<file path="src/rtl/ci_sched_pkg.sv">
`timescale 1ns/1ps
package ci_sched_pkg;
  typedef enum logic [1:0] {
    ST_IDLE   = 2'd0,
    ST_EXEC   = 2'd1,
    ST_WB2    = 2'd2,
    ST_RESUME = 2'd3
  } sched_state_e;

  localparam int unsigned INSN_SHIFT = 2;  // 4-byte instructions
endpackage

</file>
<file path="src/rtl/ci_table.sv">
`timescale 1ns/1ps
module ci_table #(
  parameter int unsigned ENTRIES = 8,
  parameter int unsigned AW      = 32,
  parameter int unsigned CYC_W   = 8,
  parameter int unsigned LEN_W   = 6,
  parameter int unsigned IDX_W   = $clog2(ENTRIES)
) (
  input  logic             clk_i,
  input  logic             rst_ni,
  input  logic             we_i,
  input  logic [IDX_W-1:0] widx_i,
  input  logic             wvld_i,
  input  logic [AW-1:0]    waddr_i,
  input  logic [CYC_W-1:0] wcyc_i,
  input  logic [LEN_W-1:0] wlen_i,
  input  logic [AW-1:0]    pc_i,
  input  logic             pc_valid_i,
  output logic             hit_o,
  output logic [IDX_W-1:0] hit_idx_o,
  output logic [AW-1:0]    hit_addr_o,
  output logic [CYC_W-1:0] hit_cyc_o,
  output logic [LEN_W-1:0] hit_len_o
);
  logic [ENTRIES-1:0] vld_q;
  logic [AW-1:0]      addr_q [ENTRIES];
  logic [CYC_W-1:0]   cyc_q  [ENTRIES];
  logic [LEN_W-1:0]   len_q  [ENTRIES];
  logic [ENTRIES-1:0] hitv;

  always_ff @(posedge clk_i or negedge rst_ni) begin
    if (!rst_ni) vld_q <= '0;
    else if (we_i) vld_q[widx_i] <= wvld_i;
  end

  always_ff @(posedge clk_i) begin
    if (we_i) begin
      addr_q[widx_i] <= waddr_i;
      cyc_q[widx_i]  <= wcyc_i;
      len_q[widx_i]  <= wlen_i;
    end
  end

  for (genvar i = 0; i < ENTRIES; i++) begin : g_cmp
    assign hitv[i] = vld_q[i] && (addr_q[i] == pc_i);
  end

  // lowest index wins
  always_comb begin
    hit_idx_o = '0;
    for (int i = ENTRIES - 1; i >= 0; i--) begin
      if (hitv[i]) hit_idx_o = IDX_W'(i);
    end
  end

  assign hit_o      = pc_valid_i && (|hitv);
  assign hit_addr_o = addr_q[hit_idx_o];
  assign hit_cyc_o  = cyc_q[hit_idx_o];
  assign hit_len_o  = len_q[hit_idx_o];


  table_write_chk: assert property (@(posedge clk_i) disable iff (!rst_ni)
    we_i |=> vld_q[$past(widx_i)] == $past(wvld_i));


  hit_entry_chk: assert property (@(posedge clk_i) disable iff (!rst_ni)
    hit_o |-> (vld_q[hit_idx_o] && addr_q[hit_idx_o] == pc_i));
endmodule

</file>
<file path="src/rtl/ci_wb_seq.sv">
`timescale 1ns/1ps
module ci_wb_seq #(
  parameter int unsigned NOUT   = 6,
  parameter int unsigned WPORTS = 4,
  parameter int unsigned DW     = 32,
  parameter int unsigned RW     = 5
) (
  input  logic                 clk_i,
  input  logic                 rst_ni,
  input  logic                 capture_i,
  input  logic                 drain_i,
  input  logic [NOUT*DW-1:0]   res_i,
  input  logic [NOUT*RW-1:0]   dst_i,
  input  logic [NOUT-1:0]      mask_i,
  output logic                 spill_any_o,
  output logic [WPORTS-1:0]    wb_en_o,
  output logic [WPORTS*DW-1:0] wb_data_o,
  output logic [WPORTS*RW-1:0] wb_dst_o
);
  localparam int unsigned NSPILL = NOUT - WPORTS;

  logic [NSPILL-1:0]         sp_en_q;
  logic [NSPILL-1:0][DW-1:0] sp_data_q;
  logic [NSPILL-1:0][RW-1:0] sp_dst_q;

  assign spill_any_o = |mask_i[NOUT-1:WPORTS];

  always_ff @(posedge clk_i or negedge rst_ni) begin
    if (!rst_ni)        sp_en_q <= '0;
    else if (capture_i) sp_en_q <= mask_i[NOUT-1:WPORTS];
    else if (drain_i)   sp_en_q <= '0;
  end

  always_ff @(posedge clk_i) begin
    if (capture_i) begin
      for (int j = 0; j < NSPILL; j++) begin
        sp_data_q[j] <= res_i[(WPORTS+j)*DW +: DW];
        sp_dst_q[j]  <= dst_i[(WPORTS+j)*RW +: RW];
      end
    end
  end

  for (genvar p = 0; p < WPORTS; p++) begin : g_port
    if (p < NSPILL) begin : g_shared
      assign wb_en_o[p]            = (capture_i & mask_i[p]) | (drain_i & sp_en_q[p]);
      assign wb_data_o[p*DW +: DW] = drain_i ? sp_data_q[p] : res_i[p*DW +: DW];
      assign wb_dst_o[p*RW +: RW]  = drain_i ? sp_dst_q[p]  : dst_i[p*RW +: RW];
    end else begin : g_direct
      assign wb_en_o[p]            = capture_i & mask_i[p];
      assign wb_data_o[p*DW +: DW] = res_i[p*DW +: DW];
      assign wb_dst_o[p*RW +: RW]  = dst_i[p*RW +: RW];
    end
  end


  spill_hold_chk: assert property (@(posedge clk_i) disable iff (!rst_ni)
    capture_i |=> sp_en_q == $past(mask_i[NOUT-1:WPORTS]));


  wb_mutex_chk: assert property (@(posedge clk_i) disable iff (!rst_ni)
    !(capture_i && drain_i));
endmodule

</file>
<file path="src/rtl/ci_sched_fsm.sv">
`timescale 1ns/1ps
module ci_sched_fsm
  import ci_sched_pkg::*;
#(
  parameter int unsigned AW    = 32,
  parameter int unsigned CYC_W = 8,
  parameter int unsigned LEN_W = 6,
  parameter int unsigned IDX_W = 3
) (
  input  logic             clk_i,
  input  logic             rst_ni,
  input  logic             hit_i,
  input  logic [IDX_W-1:0] hit_idx_i,
  input  logic [AW-1:0]    hit_addr_i,
  input  logic [CYC_W-1:0] hit_cyc_i,
  input  logic [LEN_W-1:0] hit_len_i,
  input  logic             spill_any_i,
  output logic             halt_o,
  output logic             ru_start_o,
  output logic [IDX_W-1:0] ru_cfg_o,
  output logic             capture_o,
  output logic             drain_o,
  output logic             redirect_o,
  output logic [AW-1:0]    redirect_pc_o
);
  function automatic logic [AW-1:0] skip_pc(input logic [AW-1:0] base,
                                            input logic [LEN_W-1:0] n);
    return base + (AW'(n) << INSN_SHIFT);
  endfunction

  function automatic logic [CYC_W-1:0] eff_cycles(input logic [CYC_W-1:0] c);
    return (c == '0) ? CYC_W'(1) : c;
  endfunction

  sched_state_e     state_q;
  logic [CYC_W-1:0] cnt_q, cyc_lat_q, exec_age_q;
  logic [AW-1:0]    tgt_q;
  logic [IDX_W-1:0] cfg_q;
  logic             start_q;
  logic             accept;

  assign accept = (state_q == ST_IDLE) && hit_i;

  always_ff @(posedge clk_i or negedge rst_ni) begin
    if (!rst_ni) begin
      state_q   <= ST_IDLE;
      cnt_q     <= '0;
      cyc_lat_q <= '0;
      tgt_q     <= '0;
      cfg_q     <= '0;
      start_q   <= 1'b0;
    end else begin
      start_q <= accept;
      unique case (state_q)
        ST_IDLE: if (accept) begin
          state_q   <= ST_EXEC;
          cnt_q     <= eff_cycles(hit_cyc_i);
          cyc_lat_q <= eff_cycles(hit_cyc_i);
          tgt_q     <= skip_pc(hit_addr_i, hit_len_i);
          cfg_q     <= hit_idx_i;
        end
        ST_EXEC: begin
          if (cnt_q == CYC_W'(1)) state_q <= spill_any_i ? ST_WB2 : ST_RESUME;
          else                    cnt_q   <= cnt_q - 1'b1;
        end
        ST_WB2:    state_q <= ST_RESUME;
        ST_RESUME: state_q <= ST_IDLE;
        default:   state_q <= ST_IDLE;
      endcase
    end
  end

  assign halt_o        = (state_q == ST_EXEC) || (state_q == ST_WB2);
  assign ru_start_o    = start_q;
  assign ru_cfg_o      = cfg_q;
  assign capture_o     = (state_q == ST_EXEC) && (cnt_q == CYC_W'(1));
  assign drain_o       = (state_q == ST_WB2);
  assign redirect_o    = (state_q == ST_RESUME);
  assign redirect_pc_o = tgt_q;

  // independent cycle counter for the execute window
  always_ff @(posedge clk_i or negedge rst_ni) begin
    if (!rst_ni)                 exec_age_q <= CYC_W'(1);
    else if (state_q != ST_EXEC) exec_age_q <= CYC_W'(1);
    else                         exec_age_q <= exec_age_q + 1'b1;
  end


  exec_len_chk: assert property (@(posedge clk_i) disable iff (!rst_ni)
    capture_o |-> exec_age_q == cyc_lat_q);


  start_with_halt_chk: assert property (@(posedge clk_i) disable iff (!rst_ni)
    $rose(halt_o) |-> ru_start_o);


  resume_exit_chk: assert property (@(posedge clk_i) disable iff (!rst_ni)
    redirect_o |=> (!halt_o && !redirect_o));


  busy_ignore_chk: assert property (@(posedge clk_i) disable iff (!rst_ni)
    (state_q != ST_IDLE) |=> !ru_start_o);


  spill_path_chk: assert property (@(posedge clk_i) disable iff (!rst_ni)
    (capture_o && spill_any_i) |=> drain_o);
endmodule

</file>
<file path="src/rtl/ci_dispatch_sched.sv">
`timescale 1ns/1ps
module ci_dispatch_sched #(
  parameter int unsigned ENTRIES = 8,
  parameter int unsigned AW      = 32,
  parameter int unsigned CYC_W   = 8,
  parameter int unsigned LEN_W   = 6,
  parameter int unsigned DW      = 32,
  parameter int unsigned RW      = 5,
  parameter int unsigned NOUT    = 6,
  parameter int unsigned WPORTS  = 4,
  parameter int unsigned IDX_W   = $clog2(ENTRIES)
) (
  input  logic                 clk_i,
  input  logic                 rst_ni,
  input  logic [AW-1:0]        pc_i,
  input  logic                 pc_valid_i,
  input  logic                 tbl_we_i,
  input  logic [IDX_W-1:0]     tbl_idx_i,
  input  logic                 tbl_valid_i,
  input  logic [AW-1:0]        tbl_addr_i,
  input  logic [CYC_W-1:0]     tbl_cycles_i,
  input  logic [LEN_W-1:0]     tbl_len_i,
  output logic                 halt_o,
  output logic                 ru_start_o,
  output logic [IDX_W-1:0]     ru_cfg_o,
  input  logic [NOUT*DW-1:0]   ru_res_i,
  input  logic [NOUT*RW-1:0]   ru_dst_i,
  input  logic [NOUT-1:0]      ru_mask_i,
  output logic [WPORTS-1:0]    wb_en_o,
  output logic [WPORTS*DW-1:0] wb_data_o,
  output logic [WPORTS*RW-1:0] wb_dst_o,
  output logic                 redirect_o,
  output logic [AW-1:0]        redirect_pc_o
);
  logic             hit, spill_any, capture, drain;
  logic [IDX_W-1:0] hit_idx;
  logic [AW-1:0]    hit_addr;
  logic [CYC_W-1:0] hit_cyc;
  logic [LEN_W-1:0] hit_len;

  ci_table #(.ENTRIES(ENTRIES), .AW(AW), .CYC_W(CYC_W), .LEN_W(LEN_W), .IDX_W(IDX_W)) u_table (
    .clk_i(clk_i), .rst_ni(rst_ni),
    .we_i(tbl_we_i), .widx_i(tbl_idx_i), .wvld_i(tbl_valid_i),
    .waddr_i(tbl_addr_i), .wcyc_i(tbl_cycles_i), .wlen_i(tbl_len_i),
    .pc_i(pc_i), .pc_valid_i(pc_valid_i),
    .hit_o(hit), .hit_idx_o(hit_idx), .hit_addr_o(hit_addr),
    .hit_cyc_o(hit_cyc), .hit_len_o(hit_len)
  );

  ci_sched_fsm #(.AW(AW), .CYC_W(CYC_W), .LEN_W(LEN_W), .IDX_W(IDX_W)) u_fsm (
    .clk_i(clk_i), .rst_ni(rst_ni),
    .hit_i(hit), .hit_idx_i(hit_idx), .hit_addr_i(hit_addr),
    .hit_cyc_i(hit_cyc), .hit_len_i(hit_len), .spill_any_i(spill_any),
    .halt_o(halt_o), .ru_start_o(ru_start_o), .ru_cfg_o(ru_cfg_o),
    .capture_o(capture), .drain_o(drain),
    .redirect_o(redirect_o), .redirect_pc_o(redirect_pc_o)
  );

  ci_wb_seq #(.NOUT(NOUT), .WPORTS(WPORTS), .DW(DW), .RW(RW)) u_wb (
    .clk_i(clk_i), .rst_ni(rst_ni),
    .capture_i(capture), .drain_i(drain),
    .res_i(ru_res_i), .dst_i(ru_dst_i), .mask_i(ru_mask_i),
    .spill_any_o(spill_any),
    .wb_en_o(wb_en_o), .wb_data_o(wb_data_o), .wb_dst_o(wb_dst_o)
  );


  wb_only_halted_chk: assert property (@(posedge clk_i) disable iff (!rst_ni)
    (wb_en_o != '0) |-> halt_o);


  redirect_released_chk: assert property (@(posedge clk_i) disable iff (!rst_ni)
    redirect_o |-> !halt_o);
endmodule

</file>
<file path="config.mk">
export PLATFORM = sky130hd
export DESIGN_NAME = ci_dispatch_sched
export DESIGN_NICKNAME = d
export VERILOG_FILES = /design/src/rtl/ci_sched_pkg.sv /design/src/rtl/ci_table.sv /design/src/rtl/ci_wb_seq.sv /design/src/rtl/ci_sched_fsm.sv /design/src/rtl/ci_dispatch_sched.sv
export SDC_FILE = /design/constraint.sdc
export NUM_CORES = 1
export LEC_CHECK = 0
export CAP_MARGIN = 25
export CORE_MARGIN = 3
export CORE_UTILIZATION = 45
export DETAILED_ROUTE_END_ITERATION = 10
export GPL_TIMING_DRIVEN = 0
export PLACE_DENSITY = 0.71
export RECOVER_POWER = 25
export SLEW_MARGIN = 5
export SYNTH_ARGS = -nofsm -noshare
export SYNTH_HDL_FRONTEND = slang
export SYNTH_SLANG_ARGS = --single-unit
</file>
<file path="constraint.sdc">
create_clock -name clk_i -period 8.09 [get_ports clk_i]
set_input_delay 1.2135 -clock clk_i [delete_from_list [all_inputs] [get_ports clk_i]]
set_output_delay 1.2135 -clock clk_i [all_outputs]
set_load 0.01 [all_outputs]
</file>
Word-level counts from Yosys, hierarchy flattened
Memory sizes are Yosys's and may differ from the RTL's.
Index checks and enable logic that the tools add are counted.

operators by class
  add/sub/neg operators = 2
  $lt $le $gt $ge = 2
  equality and inequality tests = 15
  mux-type cells = 27
  bitwise logic cells = 8
  reduce and logical (&&, ||, !) cells = 22

operators by type and width
  cell                                                         count
  == test 32 bit                                               8
  2-to-1 mux 32 bit                                            2
  adder 32 x 8 -> 32 bit                                       1
  2-to-1 mux 3 bit                                             8
  2-to-1 mux 8 bit                                             3
  case mux 8 bit (2 select lines)                              1
  logical AND 1 bit                                            12
  2-to-1 mux 5 bit                                             2
  bitwise mux 8 bit                                            1
  == test 8 x 1 -> 1 bit (second input constant)               1
  logical NOT 8 bit                                            1
  2-to-1 mux 2 bit                                             4
  case mux 2 bit (4 select lines)                              1
  OR reduction 8 bit                                           1
  subtractor 8 x 1 -> 8 bit (second input constant)            1
  bitwise AND 1 bit                                            6
  == test 2 bit (second input constant)                        2
  less-than comparator 3 x 4 -> 1 bit (second input constant)  1
  2-to-1 mux 1 bit                                             4
  inequality test 2 x 1 -> 1 bit (second input constant)       2
  AND reduction 2 bit                                          2
  nonzero test 2 bit                                           2
  demux 1 bit (select 3 bit)                                   1
  >= comparator 3 x 1 -> 1 bit (second input constant)         1
  7 further kinds                                              8

word-level totals
  bits in registers = 130
  bits in writable memories = 368
  bits of input ports = 314
  output and inout bits = 190
  word-level logic and storage cells = 90
  memories = 3

memory list
  memory          words  width  read ports  clocked after Yosys merged registers in  wr ports  RTL line        text
  u_table.addr_q  8      32     9           0                                        1         ci_table.sv:26  logic [AW-1:0] addr_q [ENTRIES];
  u_table.cyc_q   8      8      1           0                                        1         ci_table.sv:27  logic [CYC_W-1:0] cyc_q [ENTRIES];
  u_table.len_q   8      6      1           0                                        1         ci_table.sv:28  logic [LEN_W-1:0] len_q [ENTRIES];

Depth between registers and ports, before layout
An unclocked memory read counts as a cell.

  word-level depth = 16
  depth in mapped cells = 31
  mapped depth without buffers = 26

Hierarchy
Synthesis repeated with hierarchy kept, for this count alone.

unflattened totals
  cells, all modules = 1,745
  area total of the unflattened synthesis = 24,284.5 sq um

modules (own cells, without submodules)
  module        instances  cells each  area an instance (sq um)  sequential area each (sq um)
  ci_table      1          1,194       17,493.0                  11,250.8
  ci_wb_seq     1          241         3,896.2                   2,272.2
  ci_sched_fsm  1          310         2,895.3                   1,151.1

Worst setup path after synthesis
Ideal clock, no wire load.

  path kind = input to register
  from = in pc_i[31]
  to = reg u_fsm.tgt_q[28], in the netlist u_fsm.redirect_pc_o[28]
  setup time = 0.125 ns
  arrival = 8.049 ns
  data required time = 7.965 ns
  path slack = -0.083 ns
  stages on the path = 29
  buffers on the path = 7
  path through = buf_2 xor2_1 or4_1 or4b_1 or4_4 nand4_1 or2_2 clkbuf_1 buf_2 clkbuf_1 clkbuf_1 clkbuf_1 clkbuf_1 nand3_1 o21ai_0 ha_1 inv_1 fa_1 inv_1 a21oi_1 o21bai_1 a21o_1 a21o_1 nor3b_1 and4b_1 nor3b_1 nor4b_4 xor2_1 mux2_2

between the ends
  cells in the longest elaborated chain, start to end = 12
  elaborated cells between the ends (all ways) = 31
  classes of those cells = add/sub (1); eq/ne (8); mux (8); reduce/logical (12); memory (2)

ends and longest elaborated chain
  what                                                       RTL line                 text
  start: declaration                                         ci_dispatch_sched.sv:15  input logic [AW-1:0] pc_i,
  == test 32 bit                                             ci_table.sv:45           assign hitv[i] = vld_q[i] && (addr_q[i] == pc_i);
  logical AND 1 bit                                          ci_table.sv:45
  2-to-1 mux 3 bit (8 in a row)                              ci_table.sv:52           if (hitv[i]) hit_idx_o = IDX_W'(i);
  memory (8 x 32 bit) or memory (8 x 6 bit) (tied branches)  -
  adder 32 x 8 -> 32 bit                                     ci_sched_fsm.sv:28       return base + (AW'(n) << INSN_SHIFT);
  end signal: assignment                                     ci_sched_fsm.sv:59       tgt_q <= skip_pc(hit_addr_i, hit_len_i);
  end: declaration                                           ci_sched_fsm.sv:37       logic [AW-1:0] tgt_q;

Parallel ways exist; a longest one is shown, timed or not.
A chain may end at the register's enable or synchronous reset.

Worst setup path after layout
  from = in pc_i[25]
  to = reg u_fsm.tgt_q[28], in the netlist u_fsm.redirect_pc_o[28]

Same word-level chain as after synthesis.

==> results.ini <==
[status]
status = finished, violations left
failed_checks = capacitance limit, slew limit

[floorplanning]
boundary_pin_count = 504
die_height_microns = 242
start_util = 0.456
design.core.area_sq_um = 55200
die-width_microns = 242
die-area_sq_um = 58800
placement_rows = 86

[worst_setup_path]
timing.rr.start = u_table.addr_q[3][18]
criticalPathCategory = input pin to flop
reg_to_reg_end = u_fsm.redirect_pc_o[28]
critical_path_required_ns = 8.59
r2r.worst_path.cells = 27
maximum_fanout_along_the_worst_path = 28
worst_ep_arrival_time_ns = 8.44
setup.reg_to_reg.worst_slack_ns = 0.57
setup.worst_path.start_class = input pin
timing.critical_path.to_type = flop

[power]
net-switching-power_mw = 1.94
combPwrFrac = 0.207
swShare = 0.279
power.internal_mw = 5.00
irDropWorstVdd_mv = 0.187
powerDensity_nw_per_um2 = 213
p_clk_frac = 0.364
power.total_mw = 6.93
leakagePower_nw = 12.0
seq_power_share = 0.430

[placed_design]
routabilityCongestion = 1.12
port_buffers = 398
dpl.hpwl_mm = 91.5

[clock_tree]
tritoncts_clock_tree = built
cts-root-to-sink-buffers = 3
h-tree-depth = 2
clock_tree.root_cell = sky130_fd_sc_hd__clkbuf_16
clkLatencyLatePin_ns = 0.63
tritoncts_buffer_count = 54
cts_num_sinks = 498
worst_path_clk_slew_ns = 0.06

[synth]
avgSynthCellArea_sq_um = 12.2
yosysMostFrequentCell = sky130_fd_sc_hd__edfxtp_1
gate_count_after_technology_mapping = 2065
ys_dominant_reg_cell = sky130_fd_sc_hd__edfxtp_1
ys_top_cells_by_count = sky130_fd_sc_hd__edfxtp_1 (442), sky130_fd_sc_hd__nand2_1 (272), sky130_fd_sc_hd__xor2_1 (164)
postSynth.asyncResetShare = 0.112
yosysTopAreaCellShare = 0.527
synth-edff-count = 442
total_number_of_yosys_warnings = 0
syn_nets = 2392
total_of_flip_flops_plus_latches_after_synthesis = 498
yosysUniqueCellTypes = 71
synth_top_cells_by_area = sky130_fd_sc_hd__edfxtp_1 (53%), sky130_fd_sc_hd__xor2_1 (5.7%), sky130_fd_sc_hd__dfrtp_1 (5.6%)
synth_largest_area_cell = sky130_fd_sc_hd__edfxtp_1
part_of_the_yosys_area_used_for_sequential_elements = 0.583
synth_area_sq_um = 25200

[grt]
number_of_global_route_vias_before_repair = 19300
overflow = 0
grt_first_pass_wirelength_mm = 154
antenna_violations_before_repair = 5
grt_max_degree = 34
grt_use_total = 0.375

[timing]
clk_skew_ns = 0.0262
finalMaxSlewViolations = 59
totalNegativeSetupSlack_ns = 0
final.period_utilization = 0.982
worst_slew_pin_slew_ns = 2.12
whs_ns = 0.484
clock.fmax_mhz = 126
relative_max_transition_margin = -0.412
setup_viol = 0
fin_crit_ns = 7.95
report.final.hold_viol_count = 0

[worst_hold_path]
min_from = u_fsm.redirect_pc_o[23]
min_to = u_fsm.redirect_pc_o[23]
hold-path-cell-count = 2
worstHoldPathType = flop to flop

[route]
highest-signal-layer = met5
drt_pass1_iterations = 5
detail_route.vias_per_cell = 5.98
routedLengthMet1_mm = 45.0
postRouteAntennaNets = 0
num_vias = 19900
wirelength_mm = 113
avgRoutedWirePerCell_microns = 33.8
wl_met2_mm = 52.3
detailedRoute.firstIterationViolations = 2247
detailroute.wirelength.met3_mm = 9.44
drt_drc_violations_left = 0

[cells_and_area]
nNetsFinal = 2867
final_core_utilization = 0.589
post_route_cells_drive_above_1_share = 0.152
flow.area_growth_from_synthesis_pct = 29.2

[run]
max-cap-violations = 2

## worst max path at each step
stage | start | end | slack [ns] | cells past startpoint
6_report | pc_i[25] | u_fsm.redirect_pc_o[28] | 0.14 | 28
3_3_place_gp | pc_i[0] | u_fsm.redirect_pc_o[28] | -3.23 | 30
3_5_place_dp | pc_i[25] | u_fsm.redirect_pc_o[28] | -2.77 | 30
4_1_cts | pc_i[25] | u_fsm.redirect_pc_o[28] | 0.0002 | 27
2_1_floorplan | pc_i[31] | u_fsm.redirect_pc_o[28] | 0.11 | 29
5_1_grt | pc_i[25] | u_fsm.redirect_pc_o[28] | -0.01 | 30
## layer usage
layer | vias up | track usage
met5 | - | 0
met4 | 2 | 0.166
met3 | 200 | 0.0759
met2 | 1120 | 0.607
met1 | 10100 | 0.489
li1 | 8513 | -
## timing repair
action	in CTS	in global routing
endpoints found under the setup margin	25	17
gates resized for setup	46	33
buffers inserted	4	2
pin swaps	2	1
hold buffers	0	0
## area by class of cell
type                            instances  area (sq um)
Fill cell                            4444         22700
Sequential cell                       498         14700
Multi-Input combinational cell       1365          9560
Timing Repair Buffer                  434          4440
Clock buffer                           65          1410
Buffer                                161          1030
Tap cell                              748           936
Clock inverter                         35           369
Inverter                               26           101
Antenna cell                            4          10.0
## layout by cell type, fill, tap and decap left out, types with 24 or more instances in the layout
master                            count
sky130_fd_sc_hd__a21oi_1             26
sky130_fd_sc_hd__buf_4               93
sky130_fd_sc_hd__clkbuf_1            41
sky130_fd_sc_hd__clkbuf_16           55
sky130_fd_sc_hd__clkdlybuf4s50_1    301
sky130_fd_sc_hd__dfrtp_1             56
sky130_fd_sc_hd__dlygate4sd3_1       96
sky130_fd_sc_hd__edfxtp_1           442
sky130_fd_sc_hd__inv_1               25
sky130_fd_sc_hd__mux2_2             106
sky130_fd_sc_hd__mux2i_1             69
sky130_fd_sc_hd__nand2_1            272
sky130_fd_sc_hd__nand2b_1            31
sky130_fd_sc_hd__nand3_1             83
sky130_fd_sc_hd__nand4_1             43
sky130_fd_sc_hd__nor2_1              43
sky130_fd_sc_hd__nor3_1              24
sky130_fd_sc_hd__nor4_1              69
sky130_fd_sc_hd__o21ai_0             78
sky130_fd_sc_hd__xnor2_1            110
sky130_fd_sc_hd__xor2_1             164
## critical path, cell delays in order
cell,delay (ns)
sky130_fd_sc_hd__clkdlybuf4s50_1,0.47
sky130_fd_sc_hd__buf_4,0.23
sky130_fd_sc_hd__xnor2_1,0.37
sky130_fd_sc_hd__nand4_1,0.23
sky130_fd_sc_hd__nor4_2,0.60
sky130_fd_sc_hd__o211ai_1,0.34
sky130_fd_sc_hd__a21oi_1,0.47
sky130_fd_sc_hd__buf_6,0.36
sky130_fd_sc_hd__clkbuf_2,0.38
sky130_fd_sc_hd__nand2_1,0.11
sky130_fd_sc_hd__nand3_1,0.08
sky130_fd_sc_hd__o21ai_0,0.08
sky130_fd_sc_hd__o21ai_0,0.28
sky130_fd_sc_hd__ha_1,0.26
sky130_fd_sc_hd__inv_1,0.07
sky130_fd_sc_hd__fa_1,0.45
sky130_fd_sc_hd__inv_1,0.07
sky130_fd_sc_hd__a21oi_1,0.05
sky130_fd_sc_hd__o21bai_1,0.29
sky130_fd_sc_hd__a21o_1,0.18
sky130_fd_sc_hd__a21o_1,0.15
sky130_fd_sc_hd__nor3b_2,0.23
sky130_fd_sc_hd__and4b_2,0.42
sky130_fd_sc_hd__nor3b_4,0.23
sky130_fd_sc_hd__buf_4,0.18
sky130_fd_sc_hd__nor4b_4,0.23
sky130_fd_sc_hd__xor2_1,0.10
sky130_fd_sc_hd__mux2_2,0.27
## power by group through the flow
| stage | clock network, mW | registers, mW | logic [mW] |
|---|---|---|---|
| CTS | 2.54 | 2.98 | 1.43 |
| finish | 2.52 | 2.98 | 1.43 |
| floorplan | 0 | 3.01 | 0.637 |
| global route | 2.65 | 2.99 | 1.49 |
| global placement | 0 | 3.03 | 1.40 |
| detailed placement | 0 | 3.03 | 1.42 |
## kinds of logic after synthesis
| logic type | after synthesis | share of synthesized area |
|---|---|---|
| adder cells (fa/ha/maj) | 13 | 0.00676 |
| multiplexers | 175 | 0.0749 |
| flip-flops | 498 | 0.583 |
| buffers and inverters | 202 | 0.0439 |
| AND/OR/NAND/NOR | 677 | 0.137 |
| XOR/XNOR | 276 | 0.0960 |
| AO/OA/AOI/OAI | 224 | 0.0586 |
## state kept, by name, summed over array words and instances (netlist names)
signal,count
u_fsm.state_q,2
u_table.vld_q,8
u_table.addr_q,256
u_fsm.redirect_pc_o,32
u_fsm.ru_start_o,1
u_table.cyc_q,64
u_fsm.ru_cfg_o,3
u_wb.sp_en_q,2
u_wb.sp_data_q,64
u_fsm.cnt_q,8
u_table.len_q,48
u_wb.sp_dst_q,10
## stage by stage
stage	std cells	instance area, sq um	worst slack [ns]
global route	3332	32500	-0.0101
finish	3336	32500	0.145
CTS	3332	32500	0.000151
global placement	3211	30100	-3.23
floorplan	2065	25200	0.106
detailed placement	3240	30600	-2.77
(Power assumes the default switching activity.)
